==> config.mk <==
export PLATFORM = sky130hd
export DESIGN_NAME = audrx_errirq
export DESIGN_NICKNAME = d
export VERILOG_FILES = /design/src/rtl/aerr_pkg.sv /design/src/rtl/aerr_qual.sv /design/src/rtl/aerr_frame.sv /design/src/rtl/aerr_sticky.sv /design/src/rtl/aerr_wrtimer.sv /design/src/rtl/audrx_errirq.sv
export SDC_FILE = /design/constraint.sdc
export NUM_CORES = 1
export LEC_CHECK = 0
export BUFFER_PORTS_ARGS = -buffer_cell sky130_fd_sc_hd__clkbuf_2
export CORE_AREA = 2 2 39 41
export CTS_CLUSTER_DIAMETER = 120
export DETAILED_ROUTE_END_ITERATION = 8
export DIE_AREA = 0 0 41 43
export PLACE_DENSITY_LB_ADDON = 0.25
export SLEW_MARGIN = 30
export SYNTH_ARGS = -nofsm -noshare
export SYNTH_HDL_FRONTEND = slang
export SYNTH_HIERARCHICAL = 1
export SYNTH_SLANG_ARGS = --single-unit
==> constraint.sdc <==
create_clock -name clk -period 1.5 [get_ports clk]
set_input_delay 0.225 -clock clk [delete_from_list [all_inputs] [get_ports clk]]
set_output_delay 0.225 -clock clk [all_outputs]
set_load 0.01 [all_outputs]
==> src/rtl/aerr_pkg.sv <==
package aerr_pkg;

    localparam int NCOND = 4;

    typedef enum logic [1:0] {
        COND_LOCK   = 2'd0,
        COND_CODE   = 2'd1,
        COND_PARITY = 2'd2,
        COND_VALID  = 2'd3
    } cond_idx_e;

    typedef struct packed {
        logic fs_prev;
        logic pend;
        logic pin;
    } frame_st_t;

    typedef struct packed {
        logic flag;
    } sticky_st_t;

endpackage

==> src/rtl/aerr_qual.sv <==
module aerr_qual
    import aerr_pkg::*;
#(
    parameter int N = NCOND
) (
    input  logic         clk,
    input  logic         rst,
    input  logic [N-1:0] cond,
    input  logic         we,
    input  logic [N-1:0] wdata,
    output logic         any_err
);
    typedef struct packed {
        logic [N-1:0] en;
    } qual_st_t;

    qual_st_t     st_q, st_d;
    logic [N-1:0] hit;

    generate
        for (genvar i = 0; i < N; i++) begin : g_hit
            assign hit[i] = cond[i] & st_q.en[i];
        end
    endgenerate

    assign any_err = |hit;

    always_comb begin
        st_d = st_q;
        if (we) begin
            st_d.en = wdata;
        end
    end

    always_ff @(posedge clk) begin
        if (rst) begin
            st_q.en <= '1;
        end else begin
            st_q <= st_d;
        end
    end
endmodule

==> src/rtl/aerr_frame.sv <==
module aerr_frame
    import aerr_pkg::*;
(
    input  logic clk,
    input  logic rst,
    input  logic fsync,
    input  logic any_err,
    output logic pin
);
    frame_st_t st_q, st_d;
    logic      fs_start;

    assign fs_start = fsync & ~st_q.fs_prev;
    assign pin      = st_q.pin;

    always_comb begin
        st_d         = st_q;
        st_d.fs_prev = fsync;
        if (fs_start) begin
            st_d.pin  = st_q.pend;
            st_d.pend = any_err;
        end else begin
            st_d.pend = st_q.pend | any_err;
        end
    end

    always_ff @(posedge clk) begin
        if (rst) begin
            st_q <= '0;
        end else begin
            st_q <= st_d;
        end
    end
endmodule

==> src/rtl/aerr_sticky.sv <==
module aerr_sticky
    import aerr_pkg::*;
(
    input  logic clk,
    input  logic rst,
    input  logic any_err,
    input  logic rd,
    output logic flag
);
    sticky_st_t st_q, st_d;

    assign flag = st_q.flag;

    always_comb begin
        st_d = st_q;
        if (rd) begin
            st_d.flag = 1'b0;
        end
        if (any_err) begin
            st_d.flag = 1'b1;
        end
    end

    always_ff @(posedge clk) begin
        if (rst) begin
            st_q <= '0;
        end else begin
            st_q <= st_d;
        end
    end
endmodule

==> src/rtl/aerr_wrtimer.sv <==
module aerr_wrtimer #(
    parameter int DELAY = 5,
    parameter int WIDTH = 4
) (
    input  logic clk,
    input  logic rst,
    input  logic wr,
    output logic pulse_n
);
    localparam int LAST = DELAY + WIDTH;
    localparam int CW   = $clog2(LAST + 1);
    localparam logic [CW-1:0] C_ONE   = CW'(1);
    localparam logic [CW-1:0] C_FIRST = CW'(DELAY + 1);
    localparam logic [CW-1:0] C_LAST  = CW'(LAST);

    typedef struct packed {
        logic [CW-1:0] cnt;
    } tmr_st_t;

    tmr_st_t st_q, st_d;

    assign pulse_n = ~((st_q.cnt >= C_FIRST) && (st_q.cnt <= C_LAST));

    always_comb begin
        st_d = st_q;
        if (wr) begin
            st_d.cnt = C_ONE;
        end else if (st_q.cnt == '0 || st_q.cnt == C_LAST) begin
            st_d.cnt = '0;
        end else begin
            st_d.cnt = st_q.cnt + C_ONE;
        end
    end

    always_ff @(posedge clk) begin
        if (rst) begin
            st_q <= '0;
        end else begin
            st_q <= st_d;
        end
    end
endmodule

==> src/rtl/audrx_errirq.sv <==
module audrx_errirq
    import aerr_pkg::*;
#(
    parameter int N        = NCOND,
    parameter int WR_DELAY = 5,
    parameter int WR_WIDTH = 4
) (
    input  logic         clk,
    input  logic         rst,
    input  logic         fsync,
    input  logic [N-1:0] err_cond,
    input  logic         mask_we,
    input  logic [N-1:0] mask_wdata,
    input  logic         stat_rd,
    input  logic         ram_wr,
    output logic         err_pin,
    output logic         err_sticky,
    output logic         irq_n
);
    logic any_err;
    logic wr_pulse_n;

    aerr_qual #(.N(N)) u_qual (
        .clk     (clk),
        .rst     (rst),
        .cond    (err_cond),
        .we      (mask_we),
        .wdata   (mask_wdata),
        .any_err (any_err)
    );

    aerr_frame u_frame (
        .clk     (clk),
        .rst     (rst),
        .fsync   (fsync),
        .any_err (any_err),
        .pin     (err_pin)
    );

    aerr_sticky u_sticky (
        .clk     (clk),
        .rst     (rst),
        .any_err (any_err),
        .rd      (stat_rd),
        .flag    (err_sticky)
    );

    aerr_wrtimer #(.DELAY(WR_DELAY), .WIDTH(WR_WIDTH)) u_tmr (
        .clk     (clk),
        .rst     (rst),
        .wr      (ram_wr),
        .pulse_n (wr_pulse_n)
    );

    assign irq_n = wr_pulse_n & ~err_sticky;
endmodule

==> After elaboration in Yosys (flattened, before gate mapping) <==
Index checks and enable logic that the tools add are counted.
{ "word_totals": {"regBits": 12, "out_inout_bits": 3, "inputBits": 14, "elab_cells": 32} }
{ "op_classes": {"n_lt_le_gt_ge": 2, "n_reduce_logical": 6, "muxes": 5, "n_addsub": 1, "n_bitwise": 10, "n_eq_ne": 1} }
{ "op_table": {"columns": ["operator", "n"], "rows": [
  ["$and A1 B1 Y1", 6],
  ["$mux W1", 5],
  ["$add A4 B1 Y4 const B", 1],
  ["$eq A4 B4 Y1 const B", 1],
  ["$ge A4 B3 Y1 const B", 1],
  ["$le A4 B4 Y1 const B", 1],
  ["$logic_not A4 Y1", 1],
  ["$reduce_or A4 Y1", 1],
  ["$not A1 Y1", 3],
  ["$reduce_or A3 Y1", 1],
  ["$reduce_bool A2 Y1", 1],
  ["$logic_and A1 B1 Y1", 1],
  ["$logic_or A1 B1 Y1", 1],
  ["$or A1 B1 Y1", 1]
]} }

==> Longest topological paths before layout <==
Gate-level depths: netlist (run 1).
{ "depth": {"depth_word": 4, "mapped_depth": 5, "ltp_nobuf": 5} }

==> Cells and area by module <==
Netlist (run 1), hierarchy kept.
{ "by_module_without_submodules": {"columns": ["mod", "seq_area_each_um2", "area_each_um2", "cells_each", "instances"], "rows": [
  ["aerr_wrtimer", 80.1, 249.0, 28, 1],
  ["aerr_qual", 80.1, 158.9, 15, 1],
  ["aerr_frame", 60.1, 105.1, 10, 1],
  ["aerr_sticky", 20.0, 38.8, 4, 1],
  ["audrx_errirq", 0.0, 13.8, 1, 1]
]} }

==> Worst setup path before layout (run 1) <==
OpenSTA, ideal clock, no wires.
{ "synth_path": {"kind": "register to output", "startpoint": "register u_tmr/st_q[0] (netlist name)", "endpoint": "output irq_n", "path_stages_with_launch": 6, "n_path_buf": 0, "slack_ns": 0.200, "t_arrival_ns": 1.075, "t_required_ns": 1.275, "cell_sequence": "dfxtp_1 inv_1 ha_1 o211ai_1 o31a_2 nor2b_4"} }
{ "synth_via": {"elab_chain_cells": 4, "word_cells_on_any_way": 5, "classes_between": "2 x order compare; 2 x bitwise; 1 x reduce/logical"} }
{ "synth_rtl": {"columns": ["item", "line", "rtl"], "rows": [
  ["start, declared", "aerr_wrtimer.sv:20", "tmr_st_t st_q, st_d;"],
  ["start signal, assigned", "aerr_wrtimer.sv:39", "st_q <= st_d;"],
  ["$ge A4 B3 Y1 / $le A4 B4 Y1 (equally long branches)", "aerr_wrtimer.sv:22", "assign pulse_n = ~((st_q.cnt >= C_FIRST) && (st_q.cnt <= C_LAST));"],
  ["$logic_and A1 B1 Y1 *", "aerr_wrtimer.sv:22", null],
  ["$not A1 Y1 *", "aerr_wrtimer.sv:22", null],
  ["via wr_pulse_n", "audrx_errirq.sv:21", "logic wr_pulse_n;"],
  ["$and A1 B1 Y1 *", "audrx_errirq.sv:55", "assign irq_n = wr_pulse_n & ~err_sticky;"],
  ["end, declared", "audrx_errirq.sv:18", "output logic irq_n"]
]} }
The timed path passes the listed nets; every way through them passes the cells marked *.

==> Worst setup path in the final report (run 1) <==
{ "layout_path": {"startpoint": "register u_tmr/st_q[1] (netlist name)", "endpoint": "output irq_n"} }
Same word-level chain as after synthesis.

==> results.md, run 1 <==
- The core outline area is about 1400 sq um.
- The sink count of the clock tree is 12.
- For hold timing, the worst endpoint is u_qual/st_q[3].
- The static leakage is around 0.36 nW.
- The worst path uses 110% of the clock period.
- Across all setup checks in the final design, the least slack found is -0.143 ns.
- The number of buffers created by CTS is 3.
- The die outline width is between 40 and 50 um.
- The flip-flop and latch count after synthesis is 12.
- After routing the design area is around 770 sq um.
- The post-route netlist has about two fifths of its cells at a drive strength greater than 1.
- The I/O pin total is 17.
- The detailed-route DRC error count is 0.
- The setup path with the least slack is of type flip-flop to primary output.
- The worst-case IR drop observed on VDD is 0.566 mV.
- Dividing the detail-routed wire length by the instance count gives 10.2 um.
- The synthesized netlist contains 21 unique library cells.
- In this run, post-CTS hold repair placed 0 buffers.
- The timing-limited maximum frequency is a little over 0.6 GHz.
- The buffer cell driving the clock tree root is sky130_fd_sc_hd__clkbuf_4.
- Ranked by total cell area, the synthesized netlist is headed by sky130_fd_sc_hd__dfxtp_1 (42%), sky130_fd_sc_hd__ha_1 (11%), sky130_fd_sc_hd__nor2b_1 (6.6%).
- The startpoint of the most critical register-to-register path is u_tmr/st_q[0].
- Once detail routing completed, the nets flagged for antenna violations numbered 0.
- The die covers 1760 sq um.
- The number of cells in the design after placement is about 90.
- The latest clock arrival within the worst-skew pair is approximately 0.26 ns.
- In this run the deepest clock path goes through 2 buffers.
- The completed layout was analyzed and its total power is 0.693 mW.
- The flow ran to the end, but the final reports show violations.
- After the flow finishes, the layout carries non-filler instances totaling 97.
- After the first detailed-routing iteration, the DRC count stood at 10.
- The tightest min-delay check is of the input port to flip-flop type.
- The detailed-router iteration count before antenna repair is 4.
- The clock-pin slew reported for the worst setup and hold paths after clock tree synthesis is 0.07 ns.
- The critical path capture point type is a primary output.
- The post-detailed-placement half-perimeter wirelength is 693 um.
- The clock tree skew after final layout is 0.00247 ns.
- Counting flops with an async set or reset pin after synthesis yields a share of 0%.
- At the pin with the least slew margin, the transition time is 0.270 ns.
- TritonCTS built the clock tree.
- Across all register-to-register paths, the minimum setup slack is 0.24 ns.
- The via count of the first global-routing pass came to 408.
- The placement row count is 14.
- In this run the number of H-tree levels came out at 1.
- OpenSTA, run right after detailed placement, puts the worst setup slack at about 0.043 ns.
- The global-route congestion overflow total is 0.
- The type of element launching the critical path is a flip-flop.
- For this run, the register share of the synthesized area comes to 42.5%.
- At the worst endpoint, the arrival time is 1.42 ns.
- Final hold analysis gives a worst-case slack of 0.158 ns.
- The pin count of the biggest net entering global routing is 12.
- Each instance of the synthesized netlist takes up on average ~10 sq um.
- Dividing the detail-routed via count by the number of cells gives about 4.6.
- The headroom to the max-slew limit is 81.5%.
- The most repeated cell in the gate-level netlist after synthesis is sky130_fd_sc_hd__dfxtp_1.
- The antenna cell count is 0.
- The max-slew violation count is 0.
- The share of synthesized area in the top cell type comes to between 40% and 50%.
- The count of input and output buffers is 16.
- The number of cells on the worst reg-to-reg path is 6.
- For this block, the via count after detailed routing is about 450.
- The origin of the worst min-delay path is mask_wdata[3].
- Wires add up to 990 um.
- The number of hold violations in the final report is 0.
- Setup violations remaining at the end of the flow were counted as 1.
- The total number of yosys warnings is 6.
- The endpoint of the lowest-slack register-to-register path is u_tmr/st_q[0].
- The starting utilization of the core area is 40.9%.
- The power per cell area is roughly 900 nW/um^2.
- The die extent in y is 43 um.
- The worst hold path passes through 2 cells.
- The most instantiated flip-flop cell in the synthesis netlist is sky130_fd_sc_hd__dfxtp_1.
- The area of placed instances is 673 sq um.
- Global routing used 13.4% of the available tracks across all layers.
- Counting every instance in the synthesized netlist gives slightly below 60.
- The final critical delay including setup and external delays is 1.64 ns.
- Along the worst path, the maximum fanout reaches 3.
- The commonest cells after synthesis are sky130_fd_sc_hd__dfxtp_1 (12), sky130_fd_sc_hd__inv_1 (7), sky130_fd_sc_hd__nor2b_1 (6), sky130_fd_sc_hd__ha_1 (5), sky130_fd_sc_hd__nor2_1 (5).
- For the worst setup path, the data required time is 1.27 ns.
- Measured on the finished design, the core utilization comes to 55.5%.
- Routability-driven placement finished with a final weighted congestion of 0.627.
- The number of flops mapped to enable cells by yosys is 0.
- The layout-stage area growth over the synthesis result is 35.8%.
- sky130_fd_sc_hd__dfxtp_1 takes more of the synthesized area than any other cell.
- The netlist area before placement is 566 sq um.
- For this run, the post-layout net count is 101.
- Across the run, the number of max-cap violations was 0.
- Adding up every negative setup slack in the final design gives -0.143 ns.
- The initial antenna violation count is 0.
- Setup repair after global routing could not meet its margin everywhere.
- The wire length of the first global-routing pass is 1540 um.
- The final reports fail on negative setup slack.
- The number of nets handed over by synthesis was 77.
## metal layers
| layer | vias to the layer above | wire length [um] | global-route usage, % |
|---|---|---|---|
| met2 | 9 | 490 | 20.9 |
| met3 | 2 | 27 | 3.14 |
| met4 | 0 | 8 | 10.0 |
| li1 | 241 | - | - |
| met5 | - | 0 | 0 |
| met1 | 195 | 464 | 14.6 |
## cell type report
| type | instances | area (sq um) |
|---|---|---|
| clock buffer | 4 | 36.3 |
| fill | 126 | 616 |
| inverter | 7 | 31.3 |
| multi-input combinational | 39 | 324 |
| sequential | 12 | 248 |
| tap | 16 | 20.0 |
| timing repair buffer | 19 | 109 |
## sequential cells by signal (all words and copies together), names as in the netlist
register and flops:
u_frame/pin 1, u_qual/st_q 4, u_tmr/st_q 4, u_sticky/flag 1, u_frame/st_q 2
## what timing repair did
item / 4_1_cts / 5_1_grt
setup buffers: 2 / 0
pin swaps: 1 / 2
setup endpoints to repair: 1 / 1
resized for setup: 9 / 5
## how the worst max path moves through the flow
stage	from	endpoint	slack [ns]	depth (start not counted)
floorplan	u_tmr/st_q[0]	irq_n	0.20	5
global placement	u_tmr/st_q[0]	irq_n	0.07	6
detailed placement	u_tmr/st_q[0]	irq_n	0.04	6
CTS	u_tmr/st_q[1]	irq_n	-0.14	6
global route	u_tmr/st_q[1]	irq_n	-0.24	6
finish	u_tmr/st_q[1]	irq_n	-0.14	6
## power by group
part / total, mW / internal, mW / switching [mW]
clock: 0.246 / 0.147 / 0.0989
sequential: 0.348 / 0.336 / 0.0125
combinational: 0.0986 / 0.0544 / 0.0442
## cell usage in the layout (no fill, tap or decap), types with 2 or more instances in the layout
master / count
sky130_fd_sc_hd__buf_4: 3
sky130_fd_sc_hd__ha_1: 3
sky130_fd_sc_hd__nand2b_1: 3
sky130_fd_sc_hd__clkbuf_2: 15
sky130_fd_sc_hd__inv_4: 2
sky130_fd_sc_hd__a211o_1: 4
sky130_fd_sc_hd__dfxtp_4: 2
sky130_fd_sc_hd__nor2_1: 5
sky130_fd_sc_hd__mux2i_1: 2
sky130_fd_sc_hd__a22oi_1: 2
sky130_fd_sc_hd__nor2b_1: 6
sky130_fd_sc_hd__dfxtp_1: 10
sky130_fd_sc_hd__inv_1: 5
sky130_fd_sc_hd__ha_4: 2
sky130_fd_sc_hd__clkbuf_4: 3
## worst max-delay path: stages, from the launching register on
cell	delay, ns
sky130_fd_sc_hd__dfxtp_4	0.37
sky130_fd_sc_hd__buf_4	0.11
sky130_fd_sc_hd__ha_1	0.13
sky130_fd_sc_hd__nor2_1	0.04
sky130_fd_sc_hd__o31a_2	0.27
sky130_fd_sc_hd__nor2b_4	0.12
sky130_fd_sc_hd__buf_6	0.11
## cells by family (layout without fill, tap and decap cells)
kind of cell    Yosys count  in the layout  synth area share (%)
flops                    12             12                  42.5
xor+xnor                  2              2                  3.10
simple gates             17             17                  17.3
fa+ha+maj                 5              5                  11.1
compound gates           13             13                  17.9
buf+inv                   7             30                  4.65
mux                       2              2                  3.54
Note: power is estimated with default switching activity, not from simulation.
==> run 2, diff against run 1 <==
--- a/config.mk
+++ b/config.mk
@@ -5,11 +5,13 @@
 export SDC_FILE = /design/constraint.sdc
 export NUM_CORES = 1
 export LEC_CHECK = 0
+export ABC_AREA = 1
 export BUFFER_PORTS_ARGS = -buffer_cell sky130_fd_sc_hd__clkbuf_2
 export CORE_AREA = 2 2 39 41
 export CTS_CLUSTER_DIAMETER = 120
 export DETAILED_ROUTE_END_ITERATION = 8
 export DIE_AREA = 0 0 41 43
+export MAX_ROUTING_LAYER = met4
 export PLACE_DENSITY_LB_ADDON = 0.25
 export SLEW_MARGIN = 30
 export SYNTH_ARGS = -nofsm -noshare
==> results.md, run 2 <==
- The layout net count was 121 (+20%).
- The placement-stage worst setup slack was 0.0530 ns (+0.0102 ns).
- In the layout the commonest cells are sky130_fd_sc_hd__nand2_1 (19), sky130_fd_sc_hd__clkbuf_2 (15), sky130_fd_sc_hd__inv_1 (12).
- The flip-flop and latch count after synthesis was 12 (unchanged).
- The final setup slack of the worst path was -0.0582 ns (+0.0845 ns).
- The post-route cell area came to 781 sq um (+1.6%).
- Among all flip-flop cells after synthesis, the most frequent one is sky130_fd_sc_hd__dfxtp_1.
- The average wire per cell in the routed design is 8.50 um (-17%).
- The worst supply voltage drop on vdd was 0.508 mV (-10%).
- The worst setup path is captured at a primary output.
- The violation count after the first detailed-route iteration is 2 (-8).
- The number of buffers created by CTS came to 3 (unchanged).
- Setup repair after global routing could not meet its margin everywhere.
- The weighted congestion at the end of routability-driven global placement is 0.647 (+3.2%).
- The power per cell area came to 892 nW/um^2 (-1.1%).
- The placement row count was 14 (unchanged).
- The setup path with the least slack is of type flip-flop to primary output.
- Ranked by instance count, the synthesized netlist is headed by sky130_fd_sc_hd__nand2_1 (19), sky130_fd_sc_hd__inv_1 (14), sky130_fd_sc_hd__dfxtp_1 (12), sky130_fd_sc_hd__nand3_1 (6), sky130_fd_sc_hd__nor2_1 (6).
- The netlist area before placement is 594 sq um (+5.1%).
- The average size of a mapped cell was 7.62 sq um (-22%).
- The share of the synthesized area in the top cell type is 40.4% (-2.1 points).
- The cell with the largest stage delay on the worst path is sky130_fd_sc_hd__dfxtp_4.
- The most common cell after layout, fill and taps aside is sky130_fd_sc_hd__nand2_1.
- The latest clock arrival within the worst-skew pair came to 0.27 ns (about the same).
- The vias after detailed routing was 508 (+14%).
- The die extent in y is 43 um (unchanged).
- The number of setup violations in the final report is 1 (unchanged).
- The most prevalent standard cell on the critical path is sky130_fd_sc_hd__o21ai_1.
- The post-detailed-placement half-perimeter wirelength is 788 um (+14%).
- The number of max-cap violations is 0 (unchanged).
- The global routing usage summed across all routing layers came to 15.1% (+1.7 points).
- The max-slew violation count is 0 (unchanged).
- The number of cells in the design after placement is 110 (+21%).
- The required time of the critical path is 1.27 ns (about the same).
- The fraction of final layout cells with drive strength greater than 1 is 38.6% (-2.1 points).
- The path class of the lowest-slack min-delay path is input port to flip-flop.
- The number of flops mapped to enable cells by yosys was 0 (unchanged).
- The worst-case hold slack was 0.165 ns (+0.00679 ns).
- The clock-pin slew reported for the worst setup and hold paths after clock tree synthesis is 0.08 ns (about the same).
- The count of input and output buffers is 16 (unchanged).
- The critical path arrival is 1.33 ns (-0.09 ns).
- The core outline area is 1380 sq um (unchanged).
- The headroom to the max-slew limit was 84.7% (+3.2 points).
- The buffering stage count on the worst path with inverters included is 3 (+1).
- The share of synthesized registers carrying an async set or reset is 0% (unchanged).
- The buffer depth of the longest clock path is 2 (unchanged).
- The final clock period utilization by the worst path is 104% (-5.6 points).
- The number of hold violations in the final report came to 0 (unchanged).
- The total number of yosys warnings is 6 (unchanged).
- The detailed-route DRC error count was 0 (unchanged).
- The internal power component is 0.528 mW (-1.8%).
- The antenna cell count is 0 (unchanged).
- The total die area is 1760 sq um (unchanged).
- The pin slew with the least headroom to its limit is 0.229 ns (-0.0406 ns).
- The final critical delay including setup and external delays is 1.56 ns (-0.0845 ns).
- The I/O pin total is 17 (unchanged).
- The aggregate routed wire length is 995 um (+0.51%).
- The timing-limited maximum frequency is 0.642 GHz (+5.4%).
- The logic gate share of total power is 13.7% (-0.5 points).
- The power spent charging and discharging nets is 0.168 mW (+8.3%).
- The clock tree skew after final layout is 0.000508 ns (-0.00196 ns).
- Broken down by cell family, the worst path's largest delay share belongs to flip-flops.
- The post-detailed-route via-to-cell ratio is 4.34 (-5.8%).
- The number of hold buffers added after cts came to 0 (unchanged).
- The count of unique library cells instantiated by Yosys is 16 (-24%).
- The via count of the first global-routing pass is 470 (+15%).
- The TritonCTS clock tree is yes.
- The die outline width is 41 um (unchanged).
- The most repeated cell in the gate-level netlist after synthesis is sky130_fd_sc_hd__nand2_1.
- The largest registers in the layout are u_qual/st_q (4), u_tmr/st_q (4), u_frame/st_q (2).
- The detailed-router iteration count before antenna repair came to 3 (-1).
- The root buffer cell chosen for the clock tree is sky130_fd_sc_hd__clkbuf_4.
- The number of cells produced by synthesis is 78 (+34%).
- The net count after synthesis came to 97 (+26%).
- The starting utilization of the core area is 42.9% (+2.1 points).
- The share of the yosys chip area belonging to registers is 40.4% (-2.1 points).
- The final reports fail on negative setup slack.
- The sequential cell fraction of total power was 49.6% (-0.6 points).
- The switching power share of the total is 24.2% (+1.7 points).
- The flow ran to the end, but the final reports show violations.
- The pin count of the biggest net entering global routing came to 8 (-4).
- The layout-stage area growth over the synthesis result is 31.4%.
- The static leakage is 0.409 nW (+15%).
- The sink count of the clock tree is 12 (unchanged).
- The part of the power in the clock network is 36.7% (+1.2 points).
- The area of placed instances is 694 sq um (+3.2%).
- Walking the worst path, the cells encountered are inv_2, ha_2, nor2_1, o21ai_1, o21ai_1, inv_1, nor2_2, buf_2.
- The global-route congestion overflow total was 0 (unchanged).
- The peak per-stage delay on the critical path is 0.38 ns (about the same).
- The biggest area contributor in the post-synthesis netlist is sky130_fd_sc_hd__dfxtp_1.
- The worst-path maximum fanout is 4 (+1).
- The count of placed standard cells in the final layout, fillers left out is 117 (+21%).
- The initial antenna violation count is 0 (unchanged).
- The power after layout is 0.696 mW (+0.49%).
- By area the synthesized netlist is led by sky130_fd_sc_hd__dfxtp_1 (40%), sky130_fd_sc_hd__nand2_1 (12%), sky130_fd_sc_hd__ha_1 (11%).
- The wire length of the first global-routing pass is 1730 um (+13%).
- The number of antenna-violating nets in the routed design is 0 (unchanged).
- The deepest level of the CTS H-tree is 1 (unchanged).
- The type of element launching the critical path is a flip-flop.
[run 2: cell type report]
class	count	area [sq um]
fillers	138	603
multi-input cells	51	315
flip-flops and latches	12	248
repair buffers	19	103
inverters	15	58.8
clock buffers	4	36.3
well taps	16	20.0
[run 2: metrics by stage]
step           setup TNS, ns  util (%)
3_3_place_gp               0      50.2
4_1_cts               -0.100      55.3
3_5_place_dp               0      50.2
6_report             -0.0582      56.4
5_1_grt               -0.178      56.4
2_1_floorplan              0         -
[run 2: logic make-up (layout without fill, tap and decap cells)]
logic type	Yosys count	in the layout	share of synthesized area, %
and+or+nand+nor	37	37	29.1
xor gates and xnor gates	2	2	2.95
DFF	12	12	40.4
AOI/OAI and AO/OA	7	7	7.58
adders and majority gates	5	5	10.5
buffers and inverters	15	38	9.47
[run 2: what timing repair did]
action	4_1_cts	5_1_grt
buffers inserted	3	0
setup endpoints to repair	1	1
resized for setup	9	5
hold endpoints to repair	0	0
pin swaps	1	1
[run 2: path summary, 6_finish.rpt]
path / slack, ns / from / cells past startpoint / end
max: -0.06 / u_tmr/st_q[1] / 8 / irq_n
min: 0.17 / fsync / 3 / u_frame/st_q[2]
max reg2reg: 0.41 / u_tmr/st_q[0] / 6 / u_tmr/st_q[1]
min reg2reg: 0.47 / u_qual/st_q[0] / 2 / u_qual/st_q[0]
[run 2: worst register-to-register path, delay by kind of cell (launching register included)]
kind                     cells  cell delay (ns)
buffers and inverters        2             0.17
flip-flops                   1             0.37
AND/OR/NAND/NOR              3             0.29
adder cells (fa/ha/maj)      1             0.19
[run 2: power groups by stage]
stage / sequential [mW] / combinational [mW] / clock [mW]
global placement: 0.353 / 0.0868 / 0
CTS: 0.345 / 0.0955 / 0.264
finish: 0.345 / 0.0955 / 0.255
floorplan: 0.354 / 0.0518 / 0
global route: 0.348 / 0.112 / 0.277
detailed placement: 0.354 / 0.0873 / 0
[run 2: per-layer routing]
metal	track usage, %	up-vias	routed length [um]	share of wire (%)
met3	3.14	2	51	5.1
met4	10.0	0	10	1.0
met1	17.4	210	504	51
li1	-	283	-	-
met2	22.5	13	428	43
met5	-	-	0	0
